`src/rtl/cascade_pkg.sv`:
```
package cascade_pkg;

    localparam int CTRL_LINES = 8;
    localparam int CASC_INPUT = 2;
    localparam int VEC_BITS   = 8;

endpackage

```
`src/rtl/irq_resolver.sv`:
```
module irq_resolver #(
    parameter int N    = 8,
    parameter int CASC = 2,
    parameter int IW   = $clog2(N)
) (
    input  logic          clk,
    input  logic          rst_n,
    input  logic [N-1:0]  line_i,
    input  logic [N-1:0]  force_i,
    input  logic          ack_i,
    input  logic [IW-1:0] ack_idx_i,
    input  logic          eoi_i,
    input  logic          skip_casc_i,
    output logic          win_valid_o,
    output logic [IW-1:0] win_idx_o
);

    typedef struct packed {
        logic [N-1:0] last;
        logic [N-1:0] irr;
        logic [N-1:0] isr;
    } res_state_t;

    res_state_t state_d, state_q;

    function automatic logic [IW:0] first_set(input logic [N-1:0] v);
        logic          found;
        logic [IW-1:0] idx;
        found = 1'b0;
        idx   = '0;
        for (int i = N - 1; i >= 0; i--) begin
            if (v[i]) begin
                found = 1'b1;
                idx   = IW'(i);
            end
        end
        return {found, idx};
    endfunction

    logic [N-1:0]  rise, isr_rank_src, ack_vec, eoi_vec;
    logic          irr_any, rank_any, isr_any;
    logic [IW-1:0] irr_idx, rank_idx, isr_top;

    always_comb begin
        rise         = line_i & ~state_q.last;
        isr_rank_src = state_q.isr;
        if (skip_casc_i) begin
            isr_rank_src[CASC] = 1'b0;
        end
        {irr_any, irr_idx}   = first_set(state_q.irr);
        {rank_any, rank_idx} = first_set(isr_rank_src);
        {isr_any, isr_top}   = first_set(state_q.isr);

        win_valid_o = irr_any && (!rank_any || (irr_idx < rank_idx));
        win_idx_o   = irr_idx;

        ack_vec = ack_i ? (N'(1) << ack_idx_i) : '0;
        eoi_vec = (eoi_i && isr_any) ? (N'(1) << isr_top) : '0;

        state_d.last = line_i;
        state_d.irr  = (state_q.irr & ~ack_vec) | rise | force_i;
        state_d.isr  = (state_q.isr & ~eoi_vec) | ack_vec;
    end

    always_ff @(posedge clk) begin
        if (!rst_n) begin
            state_q <= '0;
        end else begin
            state_q <= state_d;
        end
    end

endmodule

```
`src/rtl/ack_decode.sv`:
```
module ack_decode #(
    parameter int IW   = 3,
    parameter int VW   = 8,
    parameter int CASC = 2
) (
    input  logic          ack_i,
    input  logic          pri_valid_i,
    input  logic [IW-1:0] pri_idx_i,
    input  logic          sec_valid_i,
    input  logic [IW-1:0] sec_idx_i,
    input  logic [VW-1:0] pri_base_i,
    input  logic [VW-1:0] sec_base_i,
    output logic          pri_ack_o,
    output logic          sec_ack_o,
    output logic [VW-1:0] vec_o,
    output logic [IW:0]   line_o
);

    localparam logic [IW-1:0] SPUR_IDX = '1;

    always_comb begin
        pri_ack_o = 1'b0;
        sec_ack_o = 1'b0;
        vec_o     = {pri_base_i[VW-1:IW], SPUR_IDX};
        line_o    = {1'b0, SPUR_IDX};
        if (pri_valid_i) begin
            pri_ack_o = ack_i;
            if (pri_idx_i == IW'(CASC)) begin
                sec_ack_o = ack_i && sec_valid_i;
                if (sec_valid_i) begin
                    vec_o  = {sec_base_i[VW-1:IW], sec_idx_i};
                    line_o = {1'b1, sec_idx_i};
                end else begin
                    vec_o  = {sec_base_i[VW-1:IW], SPUR_IDX};
                    line_o = {1'b1, SPUR_IDX};
                end
            end else begin
                vec_o  = {pri_base_i[VW-1:IW], pri_idx_i};
                line_o = {1'b0, pri_idx_i};
            end
        end
    end

endmodule

```
`src/rtl/cascade_ack_unit.sv`:
```
module cascade_ack_unit
    import cascade_pkg::*;
#(
    parameter int LINES = CTRL_LINES,
    parameter int VW    = VEC_BITS,
    parameter int IW    = $clog2(LINES)
) (
    input  logic               clk,
    input  logic               rst_n,
    input  logic [2*LINES-1:0] req_i,
    input  logic               nest_mode_i,
    input  logic               eoi_pri_i,
    input  logic               eoi_sec_i,
    input  logic [VW-1:0]      vbase_pri_i,
    input  logic [VW-1:0]      vbase_sec_i,
    input  logic               ack_i,
    output logic               irq_o,
    output logic [VW-1:0]      vec_o,
    output logic [IW:0]        line_o,
    output logic               vec_valid_o
);

    typedef struct packed {
        logic [VW-1:0] vec;
        logic [IW:0]   line;
        logic          valid;
    } out_t;

    out_t out_d, out_q;

    logic             pri_win, sec_win, pri_ack, sec_ack;
    logic [IW-1:0]    pri_idx, sec_idx;
    logic [LINES-1:0] pri_force;
    logic [VW-1:0]    dec_vec;
    logic [IW:0]      dec_line;

    always_comb begin
        pri_force            = '0;
        pri_force[CASC_INPUT] = sec_win && !ack_i;
    end

    irq_resolver #(.N(LINES), .CASC(CASC_INPUT), .IW(IW)) u_pri (
        .clk         (clk),
        .rst_n       (rst_n),
        .line_i      (req_i[LINES-1:0]),
        .force_i     (pri_force),
        .ack_i       (pri_ack),
        .ack_idx_i   (pri_idx),
        .eoi_i       (eoi_pri_i),
        .skip_casc_i (nest_mode_i),
        .win_valid_o (pri_win),
        .win_idx_o   (pri_idx)
    );

    irq_resolver #(.N(LINES), .CASC(CASC_INPUT), .IW(IW)) u_sec (
        .clk         (clk),
        .rst_n       (rst_n),
        .line_i      (req_i[2*LINES-1:LINES]),
        .force_i     ('0),
        .ack_i       (sec_ack),
        .ack_idx_i   (sec_idx),
        .eoi_i       (eoi_sec_i),
        .skip_casc_i (1'b0),
        .win_valid_o (sec_win),
        .win_idx_o   (sec_idx)
    );

    ack_decode #(.IW(IW), .VW(VW), .CASC(CASC_INPUT)) u_dec (
        .ack_i       (ack_i),
        .pri_valid_i (pri_win),
        .pri_idx_i   (pri_idx),
        .sec_valid_i (sec_win),
        .sec_idx_i   (sec_idx),
        .pri_base_i  (vbase_pri_i),
        .sec_base_i  (vbase_sec_i),
        .pri_ack_o   (pri_ack),
        .sec_ack_o   (sec_ack),
        .vec_o       (dec_vec),
        .line_o      (dec_line)
    );

    always_comb begin
        out_d       = out_q;
        out_d.valid = 1'b0;
        if (ack_i) begin
            out_d.vec   = dec_vec;
            out_d.line  = dec_line;
            out_d.valid = 1'b1;
        end
    end

    always_ff @(posedge clk) begin
        if (!rst_n) begin
            out_q <= '0;
        end else begin
            out_q <= out_d;
        end
    end

    assign irq_o       = pri_win;
    assign vec_o       = out_q.vec;
    assign line_o      = out_q.line;
    assign vec_valid_o = out_q.valid;

endmodule

```
`config.mk`:
```
export PLATFORM = sky130hd
export DESIGN_NAME = cascade_ack_unit
export DESIGN_NICKNAME = d
export VERILOG_FILES = /design/src/rtl/cascade_pkg.sv /design/src/rtl/irq_resolver.sv /design/src/rtl/ack_decode.sv /design/src/rtl/cascade_ack_unit.sv
export SDC_FILE = /design/constraint.sdc
export NUM_CORES = 1
export LEC_CHECK = 0
export BUFFER_PORTS_ARGS = -buffer_cell sky130_fd_sc_hd__buf_2
export CAP_MARGIN = 5
export CORE_MARGIN = 10
export CORE_UTILIZATION = 40
export DETAILED_ROUTE_END_ITERATION = 10
export GPL_TIMING_DRIVEN = 0
export PLACE_DENSITY = 0.68
export SLEW_MARGIN = 20
export SYNTH_ARGS = -nofsm -noshare
export SYNTH_HDL_FRONTEND = slang
export SYNTH_HIERARCHICAL = 1
export SYNTH_SLANG_ARGS = --single-unit
```
`constraint.sdc`:
```
create_clock -name clk -period 4.8 [get_ports clk]
set_input_delay 1.2 -clock clk [delete_from_list [all_inputs] [get_ports clk]]
set_output_delay 1.2 -clock clk [all_outputs]
set_load 0.01 [all_outputs]
```
# Word level (Yosys, flattened, before mapping)
# Index checks and enable logic that the tools add are counted.
[classes]
add_sub_neg = 0
n_mul = 0
div = 0
order_cmp = 2
n_eq_ne = 1
shifts = 4
muxes = 85
bitwise_logic = 17
n_reduce_logical = 11
[ops]
columns = ["op", "n"]
rows = [
  ["two-way mux 3 bit", 37],
  ["bitwise AND 8 bit", 6],
  ["two-way mux 8 bit", 6],
  ["NOT 8 bit", 6],
  ["two-way mux 1 bit", 40],
  ["OR 8 bit", 4],
  ["left shift 1 x 3 -> 8 bit (first input constant)", 4],
  ["two-way mux 4 bit", 2],
  ["OR 8 x 3 -> 8 bit", 1],
  ["logical AND 1 bit", 6],
  ["< comparator 3 bit", 2],
  ["== test 3 x 2 -> 1 bit (second input constant)", 1],
  ["logical NOT 1 bit", 3],
  ["logical OR 1 bit", 2],
]
[totals]
register_bits = 61
latch_bits = 0
ram_bits = 0
rom_bits = 0
input_bits = 38
output_inout_bits = 14
elab_cells = 129
n_memories = 0

# Logic depth before layout (Yosys ltp)
# Gate-level depths: netlist of run 1.
[logic_depth]
depth_word = 18
depth_mapped = 14
depth_no_buf = 13

# By module
# The synthesis of run 1 kept the hierarchy.
[by_module_without_submodules]
columns = ["module", "instances", "cells_per_inst", "area_each_um2", "seq_area_each_um2"]
rows = [
  ["irq_resolver", 2, 130, 1129.8, 480.5],
  ["cascade_ack_unit", 1, 43, 510.5, 260.2],
  ["ack_decode", 1, 21, 183.9, 0.0],
]

# Worst setup path before layout of run 1
# Ideal clock, no wire load.
[synth_timing]
path_type = "input port to flip-flop"
startpoint = "input port nest_mode_i"
endpoint = "register u_sec/state_q[11] (netlist name)"
setup_time_ns = 0.123
arrival_time_ns = 3.948
required_ns = 4.677
setup_slack_ns = 0.728
stages = 13
path_buffers = 1
cell_sequence = "nor2b_1 -> nor4_2 -> o41ai_1 -> ha_1 -> a21o_1 -> a222oi_1 -> nor4bb_1 -> buf_4 -> and3_2 -> nor2b_1 -> nand3_1 -> a221oi_1 -> nor2b_1"
[synth_via]
elab_chain_len = 12
elab_cells_between_ends = 16
classes_between = "1 x order compare; 9 x mux; 3 x bitwise; 3 x reduce/logical"
[synth_lines]
columns = ["item", "line_no", "rtl"]
rows = [
  ["start: declaration", "cascade_ack_unit.sv:11", "input logic nest_mode_i,"],
  ["two-way mux 1 bit (*)", "irq_resolver.sv:47", "if (skip_casc_i) begin"],
  ["two-way mux 3 bit / two-way mux 1 bit (equally long branches) (3 in a row)", "irq_resolver.sv:32", "if (v[i]) begin"],
  ["< comparator 3 bit / logical NOT 1 bit (equally long branches)", "irq_resolver.sv:54", "win_valid_o = irr_any && (!rank_any || (irr_idx < rank_idx));"],
  ["logical OR 1 bit (*)", "irq_resolver.sv:54", ""],
  ["logical AND 1 bit (*)", "irq_resolver.sv:54", ""],
  ["net irq_o", "cascade_ack_unit.sv:17", "output logic irq_o,"],
  ["two-way mux 1 bit (*)", "ack_decode.sv:26", "if (pri_valid_i) begin"],
  ["net sec_ack", "cascade_ack_unit.sv:31", "logic pri_win, sec_win, pri_ack, sec_ack;"],
  ["two-way mux 8 bit (*)", "irq_resolver.sv:57", "ack_vec = ack_i ? (N'(1) << ack_idx_i) : '0;"],
  ["NOT 8 bit (*)", "irq_resolver.sv:61", "state_d.irr = (state_q.irr & ~ack_vec) | rise | force_i;"],
  ["bitwise AND 8 bit (*)", "irq_resolver.sv:61", ""],
  ["OR 8 bit (*)", "irq_resolver.sv:61", ""],
  ["end signal: assignment", "irq_resolver.sv:69", "state_q <= state_d;"],
  ["end: declaration", "irq_resolver.sv:24", "res_state_t state_d, state_q;"],
]
# Mark *: on every way through the listed nets, which the timed path passes. The rest lies on a longest branch.
# A chain may end at the register's enable or synchronous reset.

# Worst setup path after layout of run 1
[layout_timing]
startpoint = "register u_pri/state_q[11] (netlist name)"
endpoint = "output port irq_o"
[layout_via]
elab_chain_len = 7
elab_cells_between_ends = 11
classes_between = "1 x order compare; 8 x mux; 2 x reduce/logical"
[layout_lines]
columns = ["item", "line_no", "rtl"]
rows = [
  ["start: declaration", "irq_resolver.sv:24", ""],
  ["start signal: assignment", "irq_resolver.sv:69", ""],
  ["two-way mux 3 bit (4 in a row)", "irq_resolver.sv:32", ""],
  ["net pri_idx[2]", "cascade_ack_unit.sv:32", "logic [IW-1:0] pri_idx, sec_idx;"],
  ["< comparator 3 bit", "irq_resolver.sv:54", ""],
  ["logical OR 1 bit", "irq_resolver.sv:54", ""],
  ["logical AND 1 bit", "irq_resolver.sv:54", ""],
  ["end: declaration", "cascade_ack_unit.sv:17", ""],
]
# The timed path passes the listed nets, and every way through them passes these cells.

==> run metrics, run 1 <==
Rel. slew slack=42.12%; setup tns final=0 ns; status=complete, no violations; CP Class=flip-flop to output pin; Via-to-Cell Ratio=4.858; Period Utilization, post-route=89.93%; NumNets Final=437; cell area after synthesis=2954 um^2; antenna-violating nets left=0; Yosys warning total=6; Synth cell types=42; commonest cells after routing, fill and taps aside=dfxtp_1 (61), buf_2 (45), nor2b_1 (42); die height=105.9 um; initial antenna violation count=0; mux share of post-synthesis cell area=6.607%; Seq cells post-synth=61; Worst Max-Slew Pin Slew=0.8589 ns; worst endpoint required time=3.60 ns; IR drop worst, VDD=0.1923 mV; Post-CTS Hold Buffers=0; Initial Utilization=40.95%; clock latency at the later pin of the worst-skew pair=0.33 ns; CTS Buf Count=9; Antenna diodes=0; global-route wire length before repair=11.20 mm; DPL Wire Length=5.142 mm; post-synthesis cell count=324; main combinational cell family by area after synthesis=simple AND/OR/NAND/NOR gates; Setup violations, final=0; RSZ-0062 raised after global routing=false; WL final=6.640 mm; clk sink count=61; Synth Area in XOR/XNOR=0%; postcts setup bufs=0; vias in the first global route=2,462; fin area=3567 um^2; Max-Cap Viols=0; die width=105.9 um; Clock Tree Buf Depth=2; CTS H-tree depth=3; min Tclk post-route=4.317 ns; register area share after synthesis=41.34%; DRC viols=0; CTS tree=yes; Root Buffer=clkbuf_8; type of the tightest min-delay check=flip-flop to flip-flop; EDFF count, synth=0; Avg Inst Size Synth=9.118 um^2; gpl congestion=0.8134; I/O Buffers=45; worst endpoint data arrival time=3.12 ns; Leak=1.501 nW; Rows=31; DR pass1 iterations=4; largest net degree at the start of global routing=17; DR vias=2,424; CP Max Fanout=10; Final Hold Fails=0; full die area=11,220 um^2; core area=7214 um^2; power per cell area=345.7 nW/um^2; All-Layer GR Usage=12.11%; WL per Instance=13.31 um; Post-Synth Adder-Cell Area=1.694%; Synth async-reset ratio=0%; max-slew violations=0; Top FF cell, synth=dfxtp_1; Setup Skew=0.007365 ns; commonest non-fill, non-tap cell in the layout=dfxtp_1; initial drt markers=70; Max Freq=231.7 MHz; Area growth syn-to-layout=20.75%; crit end category=output pin; Critical Path Start Type=flip-flop; clk slew on worst S/H paths=0.06 ns; GRT overflow=0; compound-gate portion of the synthesized area=16.52%; Post-Synth Simple-Gate Area=26.30%; layout cells sized above 1=20.75%; CTS resizes=0; placement-stage cell area=3367 um^2; Ports=52
per-stage QoR:
stage | std cells | hold WS (ns) | util [%] | total power [mW] | setup WS (ns)
6_report | 499 | 0.5113 | 49.45 | 1.233 | 0.4833
5_1_grt | 499 | 0.5343 | 49.45 | 1.302 | 0.2391
4_1_cts | 499 | 0.5172 | 49.34 | 1.251 | 0.5079
3_5_place_dp | 483 | 0.5089 | 46.67 | 0.7999 | 0.3010
3_3_place_gp | 483 | 0.4923 | 46.57 | 0.7911 | 0.4244
2_1_floorplan | 339 | 0.4647 | - | 0.7299 | 0.7283
critical path, stage by stage (launching register included):
cell and delay [ns]:
dfxtp_1 0.33, nor4_1 0.43, nor2b_1 0.58, ha_1 0.35
a21o_1 0.18, a222oi_1 0.65, buf_2 0.26
registers in the layout (all words and copies together), names as in the netlist:
| name | cells |
|---|---|
| u_pri/state_q | 17 |
| u_sec/state_q | 17 |
| vec_o | 8 |
| u_pri/isr_rank_src | 7 |
| u_sec/isr_rank_src | 7 |
| line_o | 4 |
| vec_valid_o | 1 |
kinds of logic (layout without fill, tap and decap cells):
logic type | Yosys count | count (layout)
and+or+nand+nor | 132 | 132
AOI/OAI and AO/OA | 65 | 65
DFF | 61 | 61
buffers and inverters | 44 | 105
muxes | 17 | 17
adders and majority gates | 4 | 4
other | 1 | 16
path summary, 6_finish.rpt:
kind / startpoint / to / slack, ns / cells after the start
worst max-delay path: u_pri/state_q[11] / irq_o / 0.48 / 6
worst min register to register: u_pri/state_q[2] / u_pri/state_q[2] / 0.51 / 2
worst max register to register: u_pri/state_q[11] / u_sec/state_q[11] / 0.62 / 12
worst min-delay path: u_pri/state_q[2] / u_pri/state_q[2] / 0.51 / 2
layout make-up:
type / count / area, um^2
timing repair buffer: 45 / 225.2
clock inverter: 4 / 47.55
inverter: 31 / 116.4
clock buffer: 12 / 145.1
fill: 717 / 3647
tap: 99 / 123.9
buffer: 13 / 102.6
multi-input combinational: 234 / 1585
sequential: 61 / 1221
layer usage:
layer	wire, um	track usage [%]	vias up
met2	3391	22.00	41
li1	-	-	1265
met4	90	3.772	0
met3	253	4.348	10
met1	2905	12.77	1108
met5	0	0	-
power by group:
part | switching (mW) | total (mW) | internal (mW)
sequential | 0.0251 | 0.565 | 0.540
combinational | 0.114 | 0.224 | 0.110
clock | 0.192 | 0.444 | 0.252
synth_stat cells (2+ instances only):
master	instances	area [um^2]
a21o_1	2	15.01
nor2_1	12	45.04
nand4_1	2	12.51
o21ai_1	2	10.01
clkbuf_1	5	18.77
a21boi_0	12	90.09
inv_1	31	116.4
o41ai_1	4	35.03
nor3b_1	2	15.01
nor2_4	2	22.52
and3_1	2	12.51
and2_1	17	106.4
o21bai_1	2	15.01
nor2b_1	42	262.8
ha_1	4	50.05
a222oi_1	2	20.02
nor3_1	8	40.04
buf_4	4	30.03
nor4_2	2	25.02
o31ai_1	2	15.01
a21boi_1	4	30.03
mux2i_1	12	120.1
nand2b_1	2	12.51
o311ai_0	2	17.52
or4b_4	2	27.53
mux2_4	5	75.07
o21ai_0	7	35.03
buf_6	3	33.78
a21oi_1	6	30.03
nor4_1	4	25.02
nand2_1	18	67.56
nand3_1	12	60.06
dfxtp_1	61	1221
a211o_1	2	17.52
a221oi_1	18	157.7
Power figures use the tool's default switching activity.
==> run 2: changes to the inputs <==
--- a/config.mk
+++ b/config.mk
@@ -12,6 +12,7 @@
 export DETAILED_ROUTE_END_ITERATION = 10
 export GPL_TIMING_DRIVEN = 0
 export PLACE_DENSITY = 0.68
+export REMOVE_ABC_BUFFERS = 1
 export SLEW_MARGIN = 20
 export SYNTH_ARGS = -nofsm -noshare
 export SYNTH_HDL_FRONTEND = slang
==> run metrics, run 2 (same netlist as run 1, synthesis figures left out) <==
status=complete, no violations; DRC viols=0 (unchanged); Root Buffer=clkbuf_8; Clock power frac=33.7% (-2.3 points); Rel. slew slack=24.22% (-18 points); worst endpoint required time=5.02 ns (+1.42 ns); Antenna diodes=0 (unchanged); DR pass1 iterations=6 (+2); Logic pwr share=17.9% (-0.3 points); initial drt markers=153 (+120%); Leak=1.445 nW (-3.7%); clk slew on worst S/H paths=0.06 ns (about the same); Initial Utilization=40.95% (unchanged); CTS Buf Count=9 (unchanged); layout cells sized above 1=19.95% (-0.80 points); Clock Tree Buf Depth=2 (unchanged); RSZ-0062 raised after global routing=false; fin area=3460 um^2 (-3.0%); CP Max Fanout=6 (-4); hold slack=0.5120 ns (+0.0006990 ns); DR vias=2,373 (-2.1%); die height=105.9 um (unchanged); min Tclk post-route=4.294 ns (-0.02225 ns); CTS tree=yes; GRT overflow=0 (unchanged); initial antenna violation count=0 (unchanged); die width=105.9 um (unchanged); crit end category=flip-flop; net switching power=320.1 uW (-3.1%); antenna-violating nets left=0 (unchanged); Max-Cap Viols=0 (unchanged); IR drop worst, VDD=0.1794 mV (-6.7%); gpl congestion=0.8262 (+1.6%); Critical Path Start Type=input port; most frequent CP cell=nor2b_1; All-Layer GR Usage=11.74% (-0.38 points); CP Class=input port to flip-flop; Max Freq=232.9 MHz (+0.52%); max-slew violations=0 (unchanged); commonest cells after routing, fill and taps aside=dfxtp_1 (61), buf_2 (45), nor2b_1 (41); type of the tightest min-delay check=flip-flop to flip-flop; crit-path max cell delay=0.63 ns (-0.02 ns); Setup Skew=0.006731 ns (-0.0006340 ns); Pwr Total=1.168 mW (-5.3%); Final Hold Fails=0 (unchanged); postcts setup bufs=0 (unchanged); Setup violations, final=0 (unchanged); full die area=11,220 um^2 (unchanged); Rows=31 (unchanged); r2r startpoint=u_pri/state_q[9]; clk sink count=61 (unchanged); Worst Setup SP=nest_mode_i; Worst Max-Slew Pin Slew=1.124 ns (+0.2656 ns); worst endpoint data arrival time=4.52 ns (+1.40 ns); CTS H-tree depth=3 (unchanged); Sw Ratio=27.40% (+0.62 points); WL final=6.404 mm (-3.6%); commonest non-fill, non-tap cell in the layout=dfxtp_1; WL per Instance=13.20 um (-0.77%); Ports=52 (unchanged); HP Start=u_pri/state_q[2]; Period Utilization, post-route=89.47% (-0.46 points); Via-to-Cell Ratio=4.893 (+0.72%); sequential fraction of design power=48.5% (+2.7 points); global-route wire length before repair=10.98 mm (-1.9%); largest net degree at the start of global routing=62 (+45); slowest CP cell=a222oi_1; internal power=847.9 uW (-6.1%); Area growth syn-to-layout=17.11%; Post-CTS Hold Buffers=0 (unchanged); vias in the first global route=2,401 (-2.5%); crit-path cells=buf_2 -> nor2b_1 -> nor4_2 -> o41ai_1 -> ha_1 -> a21o_1 -> a222oi_1 -> nor4bb_4 -> buf_4 -> and3_2 -> nor2b_1 -> nand3_1 -> a221oi_1 -> nor2b_1; placement-stage cell area=3278 um^2 (-2.6%); core area=7214 um^2 (unchanged); I/O Buffers=45 (unchanged); final core occ=47.95% (-1.5 points); DPL Wire Length=4.685 mm (-8.9%); power per cell area=337.6 nW/um^2 (-2.3%); clock latency at the later pin of the worst-skew pair=0.34 ns (about the same); NumNets Final=425 (-2.7%)
run 2: cell count changes in the layout (fill, tap and decap cells not counted), sizes merged:
cell and delta:
buf -7, clkbuf -5, bufinv -1, clkinvlp -1
run 2: layout make-up:
| type | count | area, um^2 |
|---|---|---|
| fill | 724 | 3755 |
| multi-input combinational | 234 | 1600 |
| sequential | 61 | 1221 |
| timing repair buffer | 46 | 232.7 |
| clock buffer | 12 | 155.1 |
| tap | 99 | 123.9 |
| inverter | 31 | 116.4 |
| clock inverter | 2 | 10.01 |
run 2: worst paths after layout:
path,depth (start not counted),slack [ns],end
max,14,0.51,u_sec/state_q[11]
min reg2reg,2,0.51,u_pri/state_q[2]
max reg2reg,12,0.57,u_sec/state_q[11]
min,2,0.51,u_pri/state_q[2]
run 2: power groups by stage:
stage          logic, mW  registers, mW  clock network (mW)
2_1_floorplan      0.131          0.577                   0
3_3_place_gp       0.197          0.575                   0
3_5_place_dp       0.205          0.577                   0
4_1_cts            0.207          0.566               0.410
5_1_grt            0.235          0.569               0.434
6_report           0.209          0.566               0.393
run 2: critical path: cells and delay by family:
family	cells	cell delay, ns
buffers and inverters	2	0.32
adder cells (fa/ha/maj)	1	0.30
AND/OR/NAND/NOR	7	1.49
AO/OA/AOI/OAI	4	1.20
run 2: timing repair:
action / 4_1_cts / 5_1_grt
hold endpoints to repair: 0 / 0
gates resized for setup: 0 / 3
endpoints found under the setup margin: 0 / 7
run 2: stage by stage:
step                      setup TNS, ns  setup slack, ns  instances
after floorplan                       0        0.0002474        326
after detailed placement       -0.03258         -0.03258        471
final                                 0           0.5056        485
after CTS                             0           0.2160        485
after global routing                  0           0.1294        485
after global placement           -7.126          -0.7362        470
run 2: routing by layer:
metal  vias up  routed length [um]  GRT usage, %
met5         -                   0             0
met4         0                 107         5.029
met3        14                 303         3.623
met2        59                2943         18.68
met1      1069                3049         14.34
li1       1231                   -             -
==> run 3: changes to the inputs <==
--- a/config.mk
+++ b/config.mk
@@ -12,6 +12,7 @@
 export DETAILED_ROUTE_END_ITERATION = 10
 export GPL_TIMING_DRIVEN = 0
 export PLACE_DENSITY = 0.68
+export RECOVER_POWER = 50
 export REMOVE_ABC_BUFFERS = 1
 export SLEW_MARGIN = 20
 export SYNTH_ARGS = -nofsm -noshare
==> run metrics, run 3 (same netlist as run 1, synthesis figures left out) <==
IR drop worst, VDD=0.1781 mV (-0.74%); non-filler instance count after layout=485 (unchanged); global-route wire length before repair=10.98 mm (unchanged); Buf+Inv Stages, Crit Path=2 (unchanged); type of the tightest min-delay check=flip-flop to flip-flop; Rows=31 (unchanged); delay-heaviest family, CP=simple AND/OR/NAND/NOR gates; gpl congestion=0.8262 (unchanged); All-Layer GR Usage=11.74% (unchanged); initial antenna violation count=0 (unchanged); fin area=3442 um^2 (-0.51%); hold slack=0.5141 ns (+0.002067 ns); CTS tree=yes; WL per Instance=13.20 um (about the same); Initial Utilization=40.95% (unchanged); RSZ-0062 raised after global routing=false; placement-stage cell area=3278 um^2 (unchanged); most frequent CP cell=nor2b_1; CP Class=input port to flip-flop; clk sink count=61 (unchanged); Ports=52 (unchanged); crit-path max cell delay=0.61 ns (-0.02 ns); die width=105.9 um (unchanged); clock latency at the later pin of the worst-skew pair=0.34 ns (about the same); Root Buffer=clkbuf_8; DPL Wire Length=4.685 mm (unchanged); status=complete, but fails checks; CTS H-tree depth=3 (unchanged); Final Hold Fails=0 (unchanged); Critical Path Start Type=input port; Antenna diodes=0 (unchanged); DR vias=2,382 (+0.38%); Post-CTS Hold Buffers=0 (unchanged); Setup Skew=0.007216 ns (+0.0004845 ns); layout cells sized above 1=16.32% (-3.6 points); GRT overflow=0 (unchanged); power per cell area=338.7 nW/um^2 (+0.31%); crit-path cells=buf_2 -> nor2b_1 -> nor4_2 -> o41ai_1 -> ha_1 -> a21o_1 -> a222oi_1 -> nor4bb_4 -> buf_4 -> and3_2 -> nor2b_1 -> nand3_1 -> a221oi_1 -> nor2b_1; Setup WS pre-CTS=-0.03258 ns (unchanged); full die area=11,220 um^2 (unchanged); placed cells=471 (unchanged); max-slew violations=62 (+62); Via-to-Cell Ratio=4.911 (+0.38%); I/O Buffers=45 (unchanged); Rel. slew slack=-34.55% (-59 points); largest net degree at the start of global routing=62 (unchanged); Pwr Total=1.166 mW (-0.20%); Final Worst Setup Slack=0.5287 ns (+0.02309 ns); CTS Buf Count=9 (unchanged); Area growth syn-to-layout=16.52%; crit end category=flip-flop; clk slew on worst S/H paths=0.06 ns (about the same); Max Freq=234.1 MHz (+0.54%); Period Utilization, post-route=88.99% (-0.48 points); worst endpoint data arrival time=4.49 ns (-0.03 ns); failing checks=max-capacitance violations, max-slew violations; WL final=6.400 mm (about the same); Max-Cap Viols=1 (+1); Worst Max-Slew Pin Slew=2.018 ns (+0.8938 ns); Clock Tree Buf Depth=2 (unchanged); die height=105.9 um (unchanged); vias in the first global route=2,401 (unchanged); worst endpoint required time=5.02 ns (about the same); initial drt markers=115 (-25%); Setup violations, final=0 (unchanged); min Tclk post-route=4.271 ns (-0.02309 ns); antenna-violating nets left=0 (unchanged); Leak=1.385 nW (-4.2%); slowest CP cell=a222oi_1; CP Max Fanout=6 (unchanged); DR pass1 iterations=5 (-1); NumNets Final=425 (unchanged); final core occ=47.71% (-0.24 points); setup tns final=0 ns (unchanged); DRC viols=0 (unchanged); commonest non-fill, non-tap cell in the layout=dfxtp_1; commonest cells after routing, fill and taps aside=dfxtp_1 (61), nor2b_1 (41), buf_2 (31), inv_1 (31); core area=7214 um^2 (unchanged)
-- run 3: power breakdown --
group	internal [mW]	switching (mW)
clock network	0.208	0.186
registers	0.540	0.0260
logic	0.0965	0.109
-- run 3: cell type report --
type	instances	area (um^2)
Clock buffer	12	155.1
Clock inverter	2	10.01
Fill cell	734	3772
Inverter	31	116.4
Multi-Input combinational cell	234	1600
Sequential cell	61	1221
Tap cell	99	123.9
Timing Repair Buffer	46	215.2
-- run 3: tightest hold or removal path, stage by stage (launching register included) --
cell      delay [ns]
dfxtp_1         0.34
nand2_1         0.06
a21boi_0        0.06
-- run 3: repair_timing --
action                                  in CTS  in global routing
endpoints found under the setup margin       0                  7
resized for setup                            0                  3
buffers inserted                             0                  0
-- run 3: final timing paths --
check                   start           endpoint  slack (ns)  cells past startpoint
min reg2reg  u_pri/state_q[2]   u_pri/state_q[2]        0.51                      2
max               nest_mode_i  u_sec/state_q[11]        0.53                     14
min          u_pri/state_q[2]   u_pri/state_q[2]        0.51                      2
max reg2reg  u_pri/state_q[9]  u_sec/state_q[11]        0.60                     12
-- run 3: metal layers --
layer	wire length, um	track usage, %
met1	3067	14.34
met2	2937	18.68
met3	288	3.623
met4	107	5.029
met5	0	0
